--- src/rtl/ppi_pkg.sv ---
`timescale 1ns/1ps
package ppi_pkg;
  localparam int BYTE_W    = 8;
  localparam int NUM_PORTS = 3;
  localparam int LINE_CNT  = BYTE_W * NUM_PORTS;
  localparam int NIB_W     = BYTE_W / 2;
  localparam int IDX_W     = $clog2(BYTE_W);
  localparam int PORT_C    = 2;
  localparam logic [1:0] ADDR_CTRL = 2'd3;

  // control word bit positions (decoded by software, so fixed)
  localparam int CW_FLAG   = 7;
  localparam int CW_DIR_A  = 4;
  localparam int CW_DIR_CU = 3;
  localparam int CW_DIR_B  = 1;
  localparam int CW_DIR_CL = 0;
  localparam int CW_MSEL_0 = 2;
  localparam int CW_MSEL_1 = 5;
  localparam int CW_MSEL_2 = 6;

  typedef struct packed {
    logic dirA;
    logic dirB;
    logic dirCu;
    logic dirCl;
  } ppiDir_t;

  localparam ppiDir_t DIR_RESET = '{dirA: 1'b1, dirB: 1'b1, dirCu: 1'b1, dirCl: 1'b1};

  typedef struct packed {
    logic                 modeLoad;
    ppiDir_t              dirNew;
    logic                 bitOp;
    logic [IDX_W-1:0]     bitIdx;
    logic                 bitVal;
    logic [NUM_PORTS-1:0] portWr;
    logic                 rdStb;
    logic [1:0]           rdSel;
  } ppiStrobe_t;
endpackage

--- src/rtl/ppi_ctrl.sv ---
`timescale 1ns/1ps
module ppi_ctrl
  import ppi_pkg::*;
(
  input  logic              wrEn,
  input  logic              rdEn,
  input  logic [1:0]        addr,
  input  logic [BYTE_W-1:0] wrData,
  output ppiStrobe_t        stb
);
  logic isCtrl;
  logic modeSelZero;

  assign isCtrl      = (addr == ADDR_CTRL);
  assign modeSelZero = ~(wrData[CW_MSEL_0] | wrData[CW_MSEL_1] | wrData[CW_MSEL_2]);

  always_comb begin
    stb = '0;
    stb.modeLoad     = wrEn && isCtrl && wrData[CW_FLAG] && modeSelZero;
    stb.dirNew.dirA  = wrData[CW_DIR_A];
    stb.dirNew.dirB  = wrData[CW_DIR_B];
    stb.dirNew.dirCu = wrData[CW_DIR_CU];
    stb.dirNew.dirCl = wrData[CW_DIR_CL];
    stb.bitOp        = wrEn && isCtrl && !wrData[CW_FLAG];
    stb.bitIdx       = wrData[IDX_W:1];
    stb.bitVal       = wrData[0];
    for (int p = 0; p < NUM_PORTS; p++) begin
      stb.portWr[p] = wrEn && (addr == 2'(p));
    end
    stb.rdStb = rdEn;
    stb.rdSel = addr;
  end
endmodule

--- src/rtl/ppi_datapath.sv ---
`timescale 1ns/1ps
module ppi_datapath
  import ppi_pkg::*;
(
  input  logic                clk,
  input  logic                rstN,
  input  ppiStrobe_t          stb,
  input  logic [BYTE_W-1:0]   wrData,
  input  logic [LINE_CNT-1:0] pinIn,
  output logic [LINE_CNT-1:0] pinOut,
  output logic [LINE_CNT-1:0] pinOe,
  output logic [BYTE_W-1:0]   rdData
);
  ppiDir_t                                dirQ;
  logic [NUM_PORTS-1:0][BYTE_W-1:0]       latQ;
  logic [LINE_CNT-1:0]                    lineIsIn;
  logic [LINE_CNT-1:0]                    latFlat;
  logic [LINE_CNT-1:0]                    lineVal;
  logic [BYTE_W-1:0]                      ctrlView;

  always_ff @(posedge clk) begin
    if (!rstN)             dirQ <= DIR_RESET;
    else if (stb.modeLoad) dirQ <= stb.dirNew;
  end

  for (genvar p = 0; p < NUM_PORTS; p++) begin : g_port
    if (p == PORT_C) begin : g_withBit
      always_ff @(posedge clk) begin
        if (!rstN)                latQ[p] <= '0;
        else if (stb.modeLoad)    latQ[p] <= '0;
        else if (stb.portWr[p])   latQ[p] <= wrData;
        else if (stb.bitOp)       latQ[p][stb.bitIdx] <= stb.bitVal;
      end
    end else begin : g_plain
      always_ff @(posedge clk) begin
        if (!rstN)                latQ[p] <= '0;
        else if (stb.modeLoad)    latQ[p] <= '0;
        else if (stb.portWr[p])   latQ[p] <= wrData;
      end
    end
  end

  for (genvar l = 0; l < LINE_CNT; l++) begin : g_line
    localparam int PIDX = l / BYTE_W;
    localparam int BIDX = l % BYTE_W;
    if (PIDX == 0) begin : g_a
      assign lineIsIn[l] = dirQ.dirA;
    end else if (PIDX == 1) begin : g_b
      assign lineIsIn[l] = dirQ.dirB;
    end else if (BIDX >= NIB_W) begin : g_cu
      assign lineIsIn[l] = dirQ.dirCu;
    end else begin : g_cl
      assign lineIsIn[l] = dirQ.dirCl;
    end
  end

  assign latFlat = latQ;
  assign pinOut  = latFlat;
  assign pinOe   = ~lineIsIn;
  assign lineVal = (lineIsIn & pinIn) | (~lineIsIn & latFlat);

  always_comb begin
    ctrlView = '0;
    ctrlView[CW_FLAG]   = 1'b1;
    ctrlView[CW_DIR_A]  = dirQ.dirA;
    ctrlView[CW_DIR_CU] = dirQ.dirCu;
    ctrlView[CW_DIR_B]  = dirQ.dirB;
    ctrlView[CW_DIR_CL] = dirQ.dirCl;
  end

  always_ff @(posedge clk) begin
    if (!rstN) rdData <= '0;
    else if (stb.rdStb) begin
      if (stb.rdSel == ADDR_CTRL) rdData <= ctrlView;
      else                        rdData <= lineVal[stb.rdSel*BYTE_W +: BYTE_W];
    end
  end
endmodule

--- src/rtl/par_port_m0.sv ---
`timescale 1ns/1ps
module par_port_m0
  import ppi_pkg::*;
(
  input  logic                clk,
  input  logic                rstN,
  input  logic [1:0]          addr,
  input  logic [BYTE_W-1:0]   wrData,
  input  logic                wrEn,
  input  logic                rdEn,
  output logic [BYTE_W-1:0]   rdData,
  input  logic [LINE_CNT-1:0] pinIn,
  output logic [LINE_CNT-1:0] pinOut,
  output logic [LINE_CNT-1:0] pinOe
);
  ppiStrobe_t stb;

  ppi_ctrl u_ctrl (
    .wrEn(wrEn), .rdEn(rdEn), .addr(addr), .wrData(wrData), .stb(stb)
  );

  ppi_datapath u_dp (
    .clk(clk), .rstN(rstN), .stb(stb), .wrData(wrData), .pinIn(pinIn),
    .pinOut(pinOut), .pinOe(pinOe), .rdData(rdData)
  );
endmodule

--- config.mk ---
export PLATFORM = sky130hd
export DESIGN_NAME = par_port_m0
export DESIGN_NICKNAME = d
export VERILOG_FILES = /design/src/rtl/ppi_pkg.sv /design/src/rtl/ppi_ctrl.sv /design/src/rtl/ppi_datapath.sv /design/src/rtl/par_port_m0.sv
export SDC_FILE = /design/constraint.sdc
export NUM_CORES = 1
export LEC_CHECK = 0
export BUFFER_PORTS_ARGS = -buffer_cell sky130_fd_sc_hd__buf_4
export CELL_PAD_IN_SITES_DETAIL_PLACEMENT = 1
export CELL_PAD_IN_SITES_GLOBAL_PLACEMENT = 1
export CORE_ASPECT_RATIO = 0.9
export CORE_MARGIN = 2
export CORE_UTILIZATION = 37
export DETAILED_ROUTE_END_ITERATION = 16
export GPL_TIMING_DRIVEN = 0
export PLACE_DENSITY_LB_ADDON = 0.1
export SLEW_MARGIN = 10
export SYNTH_ARGS = -nofsm -noshare
export SYNTH_HDL_FRONTEND = slang
export SYNTH_SLANG_ARGS = --single-unit
--- constraint.sdc ---
create_clock -name clk -period 3.5 [get_ports clk]
set_input_delay 0.7 -clock clk [delete_from_list [all_inputs] [get_ports clk]]
set_output_delay 0.7 -clock clk [all_outputs]
set_load 0.005 [all_outputs]
==> reports/metrics.csv <==
stage,metric,value,unit
timing,RSZ-0062 raised after global routing,false,
floorplanning,Rows,26,
pwr,Power Density,314,nW/µm²
floorplanning,Starting Density,38.1,%
final_layout,fill cell total of the finished layout,678,
yosys,syn_nets,278,
clock_network,Num CTS Buffers,5,
timing,Sum Neg Setup Slack,0,ns
worst_setup_path,CP Capture Type,output port,
detailed_routing,DRC Markers,0,
clock_network,post-CTS setup buffer count,0,
clock_network,clock tree buffer depth,2,
final_layout,area of the multi-input gates,1120,µm²
final_layout,most frequent cells in the layout,"buf_4 (111), dfxtp_1 (36), mux2i_1 (30)",
detailed_routing,DR WL met2,3280,µm
timing,Worst-Margin Slew,0.509,ns
detailed_routing,post-route ant nets,0,
final_layout,synth-to-layout area growth,39.1,%
detailed_routing,met3 WL post-DR,527,µm
timing,final hold viol count,0,
global_route,number of global-route vias before repair,2107,
clock_network,Clock Pin Slew Worst Setup and Hold Paths,0.07,ns
yosys,synthesized area,2140,µm²
detailed_routing,DR pass1 iterations,4,
worst_setup_path,CP Data Required Time,2.80,ns
pwr,share of total power in combinational logic,19.3,%
floorplanning,die area,6420,µm²
timing,# setup viols final,0,
clock_network,CTS Root Buffer Type,clkbuf_8,
timing,Worst slew margin,66.1,%
global_route,first-pass GRT wire length,11300,µm
final_layout,layout cells sized above 1,42.6,%
floorplanning,IO Count,94,
run,maxcap violations,0,
final_layout,"commonest non-fill, non-tap cell in the layout",buf_4,
detailed_routing,Vias,2121,
placement,GP Congestion,0.851,
worst_setup_path,Startpoint Class,register,
worst_setup_path,crit path kind,register to output port,
worst_setup_path,CP max FO,10,
global_route,All-Layer GR Usage,22.3,%
timing,fin worst setup slack,1.35,ns
global_route,pin count of the biggest net entering global routing,11,
floorplanning,width of the die,84.2,µm
placement,DP HPWL,5550,µm
timing,FMAX,464,MHz
placement,dpl ws,1.35,ns
final_layout,Final nets,373,
clock_network,CTS tree,done,
yosys,Syn. warnings,0,
pwr,VDD IR max,176,µV
timing,fin crit share,61.5,%
detailed_routing,Initial DRC Count,67,
worst_setup_path,CP arrival,1.45,ns
pwr,switching fraction of total power,27.4,%
detailed_routing,Top Metal Used,met4,
final_layout,post-layout util,53.0,%
detailed_routing,Via density,5.22,
run_status,status,finished clean,
pwr,LEAKAGE,1.52,nW
timing,Hold WS,0.497,ns
global_route,final global-route overflow total,0,
pwr,internal power,681,µW
floorplanning,die height,76.2,µm
final_layout,ant diodes,0,
detailed_routing,final wirelength,7170,µm
timing,Final min period,2.15,ns
yosys,Gate Count Post-Synth,240,
clock_network,CTS sink count,36,
global_route,initial antenna violation count,0,
pwr,Pwr Total,938,µW
pwr,P_sw,257,µW
yosys,register bit total from synthesis,36,
pwr,Clk pwr share,33.6,%
floorplanning,CORE AREA,5630,µm²
clock_network,cts hold-fix bufs,0,
timing,Max Slew Vio Count,0,
pwr,part of the power in registers,47.2,%
worst_setup_path,reg2reg setup slack,1.92,ns
yosys,mean post-synth cell area,8.93,µm²
final_layout,Storage cell area,721,µm²
detailed_routing,wl on met1,3280,µm
clock_network,CTS resizes,0,
yosys,Synth cell types,49,
yosys,register area share after synthesis,33.6,%
detailed_routing,WL per Instance,17.7,µm
clock_network,Skew-Pair Late Insertion Delay,0.29,ns
min_path,Hold WC Path Type,register to register,
placement,I/O Buffers,88,
timing,skew final,0.00608,ns
clock_network,Max H-tree Level,2,
worst paths after layout:
| path | startpoint | end | cells after the start |
|---|---|---|---|
| worst max register to register | u_dp.ctrlView[4]$_SDFFE_PN1P_ | u_dp.rdData[1]$_SDFFE_PN0P_ | 4 |
| worst min register to register | u_dp.rdData[7]$_SDFFE_PN0P_ | u_dp.rdData[7]$_SDFFE_PN0P_ | 2 |
| worst min-delay path | u_dp.rdData[7]$_SDFFE_PN0P_ | u_dp.rdData[7]$_SDFFE_PN0P_ | 2 |
| worst max-delay path | u_dp.ctrlView[4]$_SDFFE_PN1P_ | pinOe[2] | 4 |
cell type report:
class / count / area share, %
multi-input combinational: 156 / 37.6
timing repair buffer: 88 / 22.2
clock buffer: 8 / 3.02
inverter: 9 / 1.22
tap: 70 / 2.94
buffer: 39 / 8.85
sequential: 36 / 24.2
through the flow:
stage / area (µm²) / std cells
after floorplan: 2140 / 240
after global placement: 2890 / 398
after detailed placement: 2890 / 398
after CTS: 2980 / 406
after global routing: 2980 / 406
final: 2980 / 406
Yosys cell counts, drive strengths merged:
cell	instances	area, µm²
a311oi	2	17.5
nor4b	2	17.5
nand4	1	12.5
a211o	4	35.0
nor2b	6	45.0
o311ai	1	8.76
clkbuf	7	27.5
o211ai	2	15.0
mux4	1	22.5
a22oi	1	7.51
o31ai	1	7.51
and3	1	6.26
a2111oi	2	23.8
or3	1	6.26
dfxtp	36	721
mux2i	30	300
buf	32	236
nand2	8	32.5
nor2	27	101
and2	2	12.5
a211oi	9	67.6
a31oi	2	12.5
nor4	7	50.1
o21ai	9	45.0
and2b	2	15.0
inv	9	36.3
nand4b	1	23.8
a221oi	1	8.76
o22ai	2	12.5
nor3	7	40.0
or2	1	6.26
nand2b	2	12.5
nand3b	2	15.0
o41ai	1	8.76
a21oi	10	53.8
a21o	1	7.51
mux2	5	56.3
a32o	1	10.0
nand3	1	5.00
power by group through the flow:
stage | Clock (mW) | Sequential [mW] | Combinational (mW)
after floorplan | 0 | 0.450 | 0.0875
after global placement | 0 | 0.451 | 0.176
after detailed placement | 0 | 0.452 | 0.179
after CTS | 0.319 | 0.442 | 0.180
after global routing | 0.335 | 0.444 | 0.196
final | 0.315 | 0.442 | 0.180
critical path, stage by stage, from the launching register on:
cell     delay, ns
dfxtp_1       0.48
buf_4         0.25
inv_1         0.14
buf_4         0.16
buf_4         0.12
cell families after synthesis:
logic type	synth area share (%)
flip-flops	33.6
multiplexers	17.7
AND/OR/NAND/NOR	18.7
AO/OA/AOI/OAI	15.9
buffers and inverters	14.0
layer usage:
layer,global-route usage [%],up-vias
met5,0,-
met4,5.00,0
met3,4.77,9
met2,36.6,87
met1,30.2,994
li1,-,1031
state kept, by name (all words and copies together) (netlist names):
name	cells
u_dp.pinOut	24
u_dp.rdData	8
u_dp.ctrlView	4
Note: power is estimated with default switching activity, not from simulation.
